[src/rtl/flash_erase_seq.sv]
module flash_erase_seq #(
  parameter int NBLK    = 6,
  parameter int WORDS   = 16,
  parameter int MAX_TRY = 4,
  parameter int T_SSWE  = 50,
  parameter int T_SESU  = 100,
  parameter int T_SE    = 5000,
  parameter int T_CE    = 50,
  parameter int T_CESU  = 50,
  parameter int T_SEV   = 100,
  parameter int T_SEVR  = 100,
  parameter int T_CEV   = 50,
  parameter int T_CSWE  = 50,
  localparam int BW = (NBLK > 1) ? $clog2(NBLK) : 1,
  localparam int AW = (WORDS > 1) ? $clog2(WORDS) : 1
) (
  input  logic            clk,
  input  logic            rst_n,
  input  logic            start,
  input  logic [BW-1:0]   blk_idx,
  output logic            busy,
  output logic            done,
  output logic            fail,
  output logic            fl_wen,
  output logic            fl_esetup,
  output logic            fl_erase,
  output logic            fl_ev,
  output logic [NBLK-1:0] fl_blksel,
  output logic            wdt_en,
  output logic [AW-1:0]   fl_addr,
  output logic            fl_wr,
  output logic [7:0]      fl_wdata,
  output logic            fl_rd,
  input  logic [15:0]     fl_rdata
);
  function automatic int mx(int a, int b);
    return (a > b) ? a : b;
  endfunction

  localparam int TMAX = mx(mx(mx(T_SSWE, T_SESU), mx(T_SE, T_CE)),
                           mx(mx(T_CESU, T_SEV), mx(mx(T_SEVR, T_CEV), T_CSWE)));
  localparam int CW = $clog2(TMAX + 1);
  localparam int TW = $clog2(MAX_TRY + 1);
  localparam logic [BW:0] NB = NBLK[BW:0];

  typedef enum logic [3:0] {
    IDLE, SWE, ESU, ERS, CE, CESU, EV, DW, RDW, RD, CEVP, CEVF, CSWP, CSWF
  } st_t;

  st_t st, nxt;
  logic [CW-1:0] cnt, dn;
  logic [TW-1:0] tries;
  logic [AW-1:0] addr;
  logic [NBLK-1:0] sel;
  logic go;

  assign go = start && ({1'b0, blk_idx} < NB);

  always_comb begin
    case (st)
      SWE:  nxt = ESU;
      ESU:  nxt = ERS;
      ERS:  nxt = CE;
      CE:   nxt = CESU;
      CESU: nxt = EV;
      EV:   nxt = DW;
      DW:   nxt = RDW;
      RDW:  nxt = RD;
      RD:   nxt = !(&fl_rdata) ? CEVF : (addr == AW'(WORDS - 1)) ? CEVP : DW;
      CEVP: nxt = CSWP;
      CEVF: nxt = (tries == TW'(MAX_TRY - 1)) ? CSWF : ESU;
      default: nxt = IDLE;
    endcase
    case (nxt)
      ESU:         dn = CW'(T_SESU - 1);
      ERS:         dn = CW'(T_SE - 1);
      CE:          dn = CW'(T_CE - 1);
      CESU:        dn = CW'(T_CESU - 1);
      EV:          dn = CW'(T_SEV - 1);
      RDW:         dn = CW'(T_SEVR - 1);
      CEVP, CEVF:  dn = CW'(T_CEV - 1);
      CSWP, CSWF:  dn = CW'(T_CSWE - 1);
      default:     dn = '0;
    endcase
  end

  always_ff @(posedge clk or negedge rst_n) begin
    if (!rst_n) begin
      st    <= IDLE;
      cnt   <= '0;
      tries <= '0;
      addr  <= '0;
      sel   <= '0;
      done  <= 1'b0;
      fail  <= 1'b0;
    end else begin
      done <= 1'b0;
      fail <= 1'b0;
      if (st == IDLE) begin
        if (go) begin
          st    <= SWE;
          cnt   <= CW'(T_SSWE - 1);
          sel   <= NBLK'(1) << blk_idx;
          tries <= '0;
        end
      end else if (cnt != '0) begin
        cnt <= cnt - 1'b1;
      end else begin
        st  <= nxt;
        cnt <= dn;
        if (st == CESU) addr <= '0;
        if (st == RD && nxt == DW) addr <= addr + 1'b1;
        if (st == CEVF) tries <= tries + 1'b1;
        if (st == CSWP || st == CSWF) begin
          done <= 1'b1;
          fail <= (st == CSWF);
          sel  <= '0;
        end
      end
    end
  end

  assign busy      = (st != IDLE);
  assign fl_wen    = busy && st != CSWP && st != CSWF;
  assign fl_esetup = st == ESU || st == ERS || st == CE;
  assign fl_erase  = st == ERS;
  assign wdt_en    = fl_esetup || st == CESU;
  assign fl_ev     = st == EV || st == DW || st == RDW || st == RD;
  assign fl_wr     = st == DW;
  assign fl_rd     = st == RD;
  assign fl_wdata  = fl_wr ? 8'hFF : 8'h00;
  assign fl_addr   = addr;
  assign fl_blksel = sel;

  a_r1_onehot_sel: assert property (@(posedge clk) disable iff (!rst_n)
    busy |-> $countones(fl_blksel) == 1);
  a_r1_sel_stable: assert property (@(posedge clk) disable iff (!rst_n)
    (busy && $past(busy)) |-> $stable(fl_blksel));
  a_r2_erase_guarded: assert property (@(posedge clk) disable iff (!rst_n)
    fl_erase |-> (fl_esetup && fl_wen && wdt_en && !fl_ev));
  a_r3_access_in_ev: assert property (@(posedge clk) disable iff (!rst_n)
    (fl_wr || fl_rd) |-> (fl_ev && !fl_esetup && !wdt_en));
  a_r3_ff_data: assert property (@(posedge clk) disable iff (!rst_n)
    fl_wr |-> fl_wdata == 8'hFF);
  a_r8_done_pulse: assert property (@(posedge clk) disable iff (!rst_n)
    done |=> !done);
  a_r8_fail_with_done: assert property (@(posedge clk) disable iff (!rst_n)
    fail |-> (done && !busy));
  a_r9_idle_quiet: assert property (@(posedge clk) disable iff (!rst_n)
    !busy |-> !(fl_wen || fl_ev || wdt_en || fl_wr || fl_rd) && fl_blksel == '0);
endmodule

[config.mk]
export PLATFORM = sky130hd
export DESIGN_NAME = flash_erase_seq
export DESIGN_NICKNAME = d
export VERILOG_FILES = /design/src/rtl/flash_erase_seq.sv
export SDC_FILE = /design/constraint.sdc
export NUM_CORES = 1
export LEC_CHECK = 0
export BUFFER_PORTS_ARGS = -buffer_cell sky130_fd_sc_hd__buf_2
export CAP_MARGIN = 25
export CORE_ASPECT_RATIO = 1.4
export CORE_MARGIN = 2
export CORE_UTILIZATION = 40
export CTS_CLUSTER_SIZE = 28
export DETAILED_ROUTE_END_ITERATION = 16
export SKIP_CTS_REPAIR_TIMING = 1
export SYNTH_ARGS = -nofsm -noshare
export SYNTH_HDL_FRONTEND = slang
export SYNTH_SLANG_ARGS = --single-unit
[constraint.sdc]
create_clock -name clk -period 2.21 [get_ports clk]
set_clock_uncertainty 0.05 [all_clocks]
set_input_delay 0.221 -clock clk [delete_from_list [all_inputs] [get_ports clk]]
set_output_delay 0.221 -clock clk [all_outputs]
set_load 0.1 [all_outputs]
==> flow_summary.json, run 1 <==
{
  "die_h_um": 94.4,
  "post-synth-top-count-cell": "nand2_1",
  "slew_headroom_pct": 51.4,
  "core_um2": 5570,
  "timing.hold.ws_ps": 106,
  "synthesis.nets": 295,
  "hold_viol_final": 0,
  "cpPeakStageDelay_ps": 490,
  "cts_max_level": 2,
  "yosys_warnings": 0,
  "crit_buf_inv": 3,
  "cts.root.buffer_cell": "clkbuf_8",
  "cts_tree": "built",
  "viasPerCell": 5.55,
  "synth_area_leaders": "dfrtp_1, nand2_1, a21oi_1",
  "slowest_stage": "dfrtp_1",
  "ys_seq_elements": 32,
  "antenna_found_initial": 0,
  "grt_overflow_total": 0,
  "numPortBuffers": 49,
  "dr.pass1.iters": 5,
  "synth-edff-count": 0,
  "crit_fanout": 12,
  "drc_errors": 0,
  "ioPinCount": 50,
  "fin_crit_sh_pct": 97.5,
  "die-area_um2": 6470,
  "crit_path_end_kind": "output port",
  "hp-class": "in -> reg",
  "grtUsageTotal_pct": 19.8,
  "fmax_mhz": 464,
  "crit_type": "reg -> out",
  "required_ps": 1940,
  "p_leak_nw": 1.37,
  "cp_num_cells": 4,
  "ant_nets": 0,
  "arrival_ps": 1880,
  "power_density_nw_per_um2": 1520,
  "rsz0062_at_grt": "true",
  "grt_pass1_wl_um": 9670,
  "dp_hpwl_um": 4510,
  "cts.path.max_buffers": 2,
  "antennaDiodeCount": 0,
  "cap_violations": 0,
  "status": "completed",
  "nets": 353,
  "hold_path_depth": 2,
  "worstSetupStartpointType": "flop",
  "synth_area_um2": 2330,
  "synth_top_cell_area_share_pct": 34.3,
  "syn_avg_cell_area_um2": 8.71,
  "area_growth_pct": 30.3,
  "drv_slew": 0,
  "finalPower_w": 0.00463,
  "synth-seq-area-share_pct": 34.3,
  "cp_common_cell": "buf_4",
  "worst_pin_slew_ps": 729,
  "utilization_pct": 54.7,
  "async_flop_share_pct": 100,
  "cts_sinks": 32,
  "syn_inst": 268,
  "synth_flop_cell": "dfrtp_1",
  "die_x_um": 68.6,
  "timing.final.crit_period_ps": 2150,
  "drt_iter0_drc": 133,
  "rr_worst_depth": 8,
  "initial_core_util_pct": 42.0,
  "setup_viol": 0,
  "critPathTopFamily": "buffers and inverters",
  "wl_per_cell_um": 15.0,
  "clk_pin_slew_worst_paths_ps": 70,
  "grt_start_max_net_pins": 33,
  "peakVddDrop_v": 0.000589,
  "globalplace.congestion": 0.861,
  "fillers": 511,
  "synth_common_cells": "nand2_1, dfrtp_1, a21oi_1, nor2_1, o21ai_0",
  "path_cells": "buf_4, and4b_1, buf_4, buf_12",
  "routed_wl_um": 5910,
  "clk_latency_ps": 290,
  "cts_buffers": 5,
  "grt_pass1_vias": 2081,
  "rows": 32,
  "num_vias": 2193,
  "synth_cell_types": 58,
  "synth_top_area_cell": "dfrtp_1",
  "drive_gt1_share_pct": 37.6
}
-- flip-flops by register name, summed over array words and instances (netlist names) --
signal     cells
cnt           13
fl_blksel      6
fl_addr        4
st             4
tries          3
done           1
fail           1
-- through the flow --
stage               std cells  setup TNS, ps  area [µm²]  worst slack, ps
floorplan                 268              0        2370             16.0
global placement          386              0        2890             68.5
detailed placement        386              0        2890             39.2
CTS                       394          -76.3        2970            -8.98
global route              395           -144        3040            -22.4
finish                    395              0        3040             55.7
-- final timing paths --
path                            start            to  slack, ps
setup reg to reg             tries[0]        cnt[0]        110
min in group asynchronous       rst_n        cnt[1]        470
setup / recovery                st[3]   fl_wdata[0]         60
hold / removal             blk_idx[2]  fl_blksel[1]        110
hold reg to reg              tries[1]      tries[1]        420
max in group asynchronous       rst_n    fl_addr[0]       1110
-- area by class of cell --
type / count / area [µm²] / area share (%)
Sequential cell: 32 / 813 / 26.7
Tap cell: 68 / 85.1 / 2.80
Timing Repair Buffer: 70 / 586 / 19.3
Clock buffer: 7 / 76.3 / 2.51
Clock inverter: 1 / 5.00 / 0.165
Multi-Input combinational cell: 206 / 1440 / 47.2
Inverter: 11 / 41.3 / 1.36
-- layer usage --
metal	GRT usage [%]	vias up	part of all wire, %
met3	3.46	13	4.6
met4	9.50	0	2.4
met5	0	-	0
met2	33.8	56	51
li1	-	1084	-
met1	23.4	1040	42
-- cell families after synthesis --
group	share of synthesized area [%]
simple gates	32.1
compound gates	21.8
flops	34.3
buf+inv	7.50
fa+ha+maj	2.68
xor+xnor	1.13
mux	0.482
-- worst register-to-register path: cells and delay by family (launching register included) --
family                     cells  cell delay, ps
AOI/OAI and AO/OA              5             890
and+or+nand+nor                1             220
DFF                            1             400
adders and majority gates      2             410
-- power by group --
part | switching (W) | total [W] | internal (W) | leakage (nW)
clock network | 0.000231 | 0.000452 | 0.000221 | 0.0422
registers | 0.000292 | 0.00105 | 0.000758 | 0.400
logic | 0.00197 | 0.00313 | 0.00115 | 0.923
total | 0.00250 | 0.00463 | 0.00213 | 1.37
-- cell usage in the layout (no fill, tap or decap), types with 4 or more instances in the layout --
| cell | n |
|---|---|
| buf_2 | 37 |
| dfrtp_2 | 4 |
| dfrtp_1 | 26 |
| clkbuf_8 | 5 |
| nand2_1 | 38 |
| a21oi_1 | 20 |
| nor2_1 | 19 |
| nand4_1 | 7 |
| buf_4 | 19 |
| nor2_2 | 4 |
| o21ai_0 | 20 |
| inv_1 | 10 |
| a21o_1 | 5 |
| or3_1 | 4 |
| nor3_1 | 5 |
| buf_12 | 12 |
| nor2b_1 | 4 |
| nand3_1 | 6 |
Note: power is estimated with default switching activity, not from simulation.
==> run 2: changes to the inputs <==
==> constraint.sdc (replaced) <==
create_clock -name clk -period 2.21 [get_ports clk]
set_clock_uncertainty 0.05 [all_clocks]
set_input_delay 0.1105 -clock clk [delete_from_list [all_inputs] [get_ports clk]]
set_output_delay 0.1105 -clock clk [all_outputs]
set_load 0.1 [all_outputs]
==> flow_summary.json, run 2 (same netlist as run 1, synthesis figures left out) <==
{
  "fmax_mhz": 472,
  "drt_iter0_drc": 103,
  "grt_overflow_total": 0,
  "p_leak_nw": 1.37,
  "rsz0062_at_grt": "true",
  "final_common_cell": "nand2_1",
  "status": "completed",
  "crit_type": "reg -> reg",
  "setup_viol": 0,
  "cts.root.buffer_cell": "clkbuf_8",
  "die-area_um2": 6470,
  "core_um2": 5570,
  "timing.final.crit_period_ps": 2120,
  "hp-class": "in -> reg",
  "antenna_found_initial": 0,
  "fin_crit_sh_pct": 95.9,
  "cp_num_cells": 7,
  "antennaDiodeCount": 0,
  "globalplace.congestion": 0.833,
  "nets": 355,
  "finalPower_w": 0.00461,
  "wl_met3_um": 331,
  "ant_nets": 0,
  "grtUsageTotal_pct": 19.9,
  "die_h_um": 94.4,
  "dr.pass1.iters": 4,
  "drc_errors": 0,
  "largest_reg_flops": 13,
  "cts_sinks": 32,
  "whs_endpoint": "fl_blksel[1]",
  "wl_per_cell_um": 14.6,
  "rr_worst_depth": 7,
  "drv_slew": 0,
  "required_ps": 2320,
  "fillers": 520,
  "viasPerCell": 5.58,
  "wirelength_met1_um": 2330,
  "numPortBuffers": 49,
  "crit_fanout": 5,
  "grt_pass1_vias": 2117,
  "hold_path_depth": 2,
  "r2r_setup_slack_ps": 90,
  "worst_pin_slew_ps": 720,
  "cts_tree": "built",
  "r2r_end": "cnt[0]",
  "path_cells": "ha_1, and3_2, a2111oi_4, o21a_1, o21ai_1, a221oi_2, a211oi_2",
  "clk_pin_slew_worst_paths_ps": 80,
  "mostFrequentLayoutCells": "nand2_1, buf_2, dfrtp_1",
  "regMostFlops": "cnt",
  "setup_ws_ps": 90.3,
  "r2r-start": "fl_addr[0]",
  "dp_hpwl_um": 4450,
  "num_vias": 2214,
  "cts.path.max_buffers": 2,
  "cap_violations": 0,
  "ioPinCount": 50,
  "cpPeakStageDelay_ps": 500,
  "cts_max_level": 2,
  "hold_path_startpoint": "blk_idx[2]",
  "wl_met2_um": 3000,
  "worstSetupStartpointType": "flop",
  "drive_gt1_share_pct": 38.6,
  "peakVddDrop_v": 0.000508,
  "crit_buf_inv": 0,
  "rows": 32,
  "crit_path_end_kind": "flop",
  "slowest_stage": "dfrtp_4",
  "die_x_um": 68.6,
  "hold_viol_final": 0,
  "power_density_nw_per_um2": 1510,
  "grt_start_max_net_pins": 33,
  "place_ws_ps": 17.9,
  "routed_wl_um": 5810,
  "area_growth_pct": 30.8,
  "cts_buffers": 5,
  "critPathTopFamily": "compound AO/OA/AOI/OAI gates",
  "initial_core_util_pct": 42.0,
  "arrival_ps": 2230,
  "grt_pass1_wl_um": 9790,
  "slew_headroom_pct": 52.0,
  "top_layer": "met4",
  "clk_latency_ps": 290
}
## run 2: routing by layer
layer	GRT usage (%)	up-vias
met2	34.7	77
met1	23.4	1037
li1	-	1086
met5	0	-
met4	9.50	0
met3	2.38	14
## run 2: final cells by class
type                            count  area [µm²]  area share, %
Sequential cell                    32         813           26.6
Timing Repair Buffer               72         586           19.2
Tap cell                           68        85.1           2.79
Inverter                           11        41.3           1.35
Multi-Input combinational cell    206        1440           47.0
Clock buffer                        5        68.8           2.25
Clock inverter                      3        23.8          0.779
## run 2: power breakdown
part           internal [W]  switching (W)  leakage (nW)
combinational       0.00113        0.00195         0.927
clock              0.000223       0.000252        0.0404
sequential         0.000757       0.000299         0.400
total               0.00211        0.00250          1.37
## run 2: worst max-delay path by stage
stage	end	startpoint
6_report	cnt[0]	fl_addr[0]
5_1_grt	fl_addr[3]	cnt[1]
4_1_cts	cnt[0]	tries[0]
3_5_place_dp	cnt[0]	tries[0]
3_3_place_gp	cnt[0]	tries[0]
2_1_floorplan	cnt[4]	fl_addr[0]
## run 2: metrics by stage
stage | TNS (ps) | area (µm²) | instances | hold WS [ps] | util (%)
6_report | 0 | 3050 | 397 | 1.09 | 54.9
5_1_grt | -23.6 | 3050 | 397 | 0.556 | 54.9
3_5_place_dp | 0 | 2880 | 386 | 173 | 51.7
4_1_cts | -1.87 | 2970 | 394 | -144 | 53.3
3_3_place_gp | 0 | 2880 | 386 | 176 | 51.7
2_1_floorplan | 0 | 2370 | 268 | -235 | -
==> run 3: changes to the inputs <==
--- a/config.mk
+++ b/config.mk
@@ -10,8 +10,10 @@
 export CORE_ASPECT_RATIO = 1.4
 export CORE_MARGIN = 2
 export CORE_UTILIZATION = 40
+export CTS_BUF_LIST = sky130_fd_sc_hd__clkbuf_8
 export CTS_CLUSTER_SIZE = 28
 export DETAILED_ROUTE_END_ITERATION = 16
+export MAX_ROUTING_LAYER = met4
 export SKIP_CTS_REPAIR_TIMING = 1
 export SYNTH_ARGS = -nofsm -noshare
 export SYNTH_HDL_FRONTEND = slang
==> flow_summary.json, run 3 (same netlist as run 1, synthesis figures left out) <==
{
  "status": "complete, but fails checks",
  "violations": "negative hold slack",
  "timing.final.crit_period_ps": 2110,
  "fillers": 520,
  "hold_path_startpoint": "blk_idx[2]",
  "setup_viol": 0,
  "ioPinCount": 50,
  "pwr-share-seq_pct": 22.9,
  "grtUsageTotal_pct": 20.4,
  "rr_worst_depth": 7,
  "power.switching_w": 0.00250,
  "arrival_ps": 2230,
  "antenna_found_initial": 0,
  "ant_nets": 0,
  "cts_tree": "built",
  "globalplace.congestion": 0.846,
  "area_growth_pct": 30.8,
  "clk_latency_ps": 290,
  "cts_buffers": 5,
  "hp-class": "in -> reg",
  "largest_reg_flops": 13,
  "worstSetupStartpointType": "flop",
  "viasPerCell": 5.60,
  "dp_hpwl_um": 4450,
  "crit_path_end_kind": "flop",
  "hold_viol_final": 1,
  "place_ws_ps": 17.9,
  "hold_path_depth": 2,
  "intPower_w": 0.00211,
  "whs_endpoint": "fl_blksel[1]",
  "regArea_um2": 813,
  "wl_per_cell_um": 14.7,
  "grt_overflow_total": 0,
  "drive_gt1_share_pct": 38.6,
  "cpPeakStageDelay_ps": 500,
  "timing.hold.ws_ps": -2.87,
  "drc_errors": 0,
  "cts_max_level": 2,
  "multi_input_area_um2": 1440,
  "slowest_stage": "dfrtp_4",
  "mostFrequentLayoutCells": "nand2_1, buf_2, dfrtp_1",
  "nets": 355,
  "r2r_setup_slack_ps": 100,
  "postPlaceCellArea_um2": 2880,
  "crit_type": "reg -> reg",
  "crit_fanout": 5,
  "fin_crit_sh_pct": 95.7,
  "grt_pass1_vias": 2116,
  "antennaDiodeCount": 0,
  "r2r_end": "cnt[0]",
  "path_cells": "ha_1, and3_2, a2111oi_4, o21a_1, o21ai_1, a221oi_2, a211oi_2",
  "worst_pin_slew_ps": 719,
  "stdcell_area_um2": 3050,
  "clk_pin_slew_worst_paths_ps": 80,
  "utilization_pct": 54.9,
  "r2r-start": "fl_addr[0]",
  "fmax_mhz": 473,
  "routed_wl_um": 5820,
  "swShare_pct": 54.2,
  "power_frac_comb_pct": 66.8,
  "die-area_um2": 6470,
  "rows": 32,
  "required_ps": 2320,
  "num_vias": 2222,
  "initial_core_util_pct": 42.0,
  "peakVddDrop_v": 0.000507,
  "grt_pass1_wl_um": 9780,
  "cap_violations": 0,
  "cts_sinks": 32,
  "final_common_cell": "nand2_1",
  "die_x_um": 68.6,
  "regMostFlops": "cnt",
  "rsz0062_at_grt": "true",
  "setup_ws_ps": 95.3,
  "drv_slew": 0,
  "power_density_nw_per_um2": 1510,
  "grt_start_max_net_pins": 33,
  "die_h_um": 94.4,
  "core_um2": 5570,
  "dr.pass1.iters": 4,
  "cts.root.buffer_cell": "clkbuf_8",
  "setup_tns_ps": 0,
  "drt_iter0_drc": 104,
  "p_leak_nw": 1.37,
  "numPortBuffers": 49,
  "power_frac_clock_pct": 10.3,
  "cts.path.max_buffers": 2,
  "slew_headroom_pct": 52.1
}
-- run 3: cell counts in the layout (fill, tap and decap cells not counted) --
No cell type changed its count.
-- run 3: area by class of cell --
class | count | share of cell area [%]
well taps | 68 | 2.79
inverters | 11 | 1.35
clock inverters | 3 | 0.779
flip-flops and latches | 32 | 26.6
multi-input cells | 206 | 47.0
repair buffers | 72 | 19.2
clock buffers | 5 | 2.25
-- run 3: power groups by stage --
stage                     sequential [W]  combinational [W]  clock, W
after CTS                        0.00104            0.00305  0.000485
final                            0.00106            0.00308  0.000476
after global placement           0.00104            0.00303         0
after detailed placement         0.00105            0.00304         0
after floorplan                  0.00102            0.00228         0
after global routing             0.00109            0.00331  0.000511
-- run 3: per-stage QoR --
| stage | total power, W | cells |
|---|---|---|
| finish | 0.00461 | 397 |
| global route | 0.00491 | 397 |
| CTS | 0.00457 | 394 |
| detailed placement | 0.00409 | 386 |
| global placement | 0.00407 | 386 |
| floorplan | 0.00329 | 268 |
-- run 3: worst max-delay path: cells and delay by family, from the launching register on --
| family | cells | cell delay (ps) |
|---|---|---|
| AOI/OAI and AO/OA | 5 | 950 |
| adders and majority gates | 1 | 240 |
| DFF | 1 | 500 |
| and+or+nand+nor | 1 | 250 |
-- run 3: worst max-delay path by stage --
stage                           from          to  slack [ps]  depth (start not counted)
final                     fl_addr[0]      cnt[0]         100                          7
after global routing          cnt[1]  fl_addr[3]         -20                          7
after CTS                   tries[0]      cnt[0]          -2                          8
after detailed placement    tries[0]      cnt[0]          20                          8
after global placement      tries[0]      cnt[0]          60                          8
after floorplan           fl_addr[0]      cnt[4]          20                          8
-- run 3: layer usage --
| metal | GRT usage [%] | part of all wire (%) |
|---|---|---|
| met5 | - | 0 |
| met4 | 9.50 | 2.8 |
| met1 | 23.4 | 40 |
| met3 | 2.38 | 5.7 |
| met2 | 34.7 | 52 |
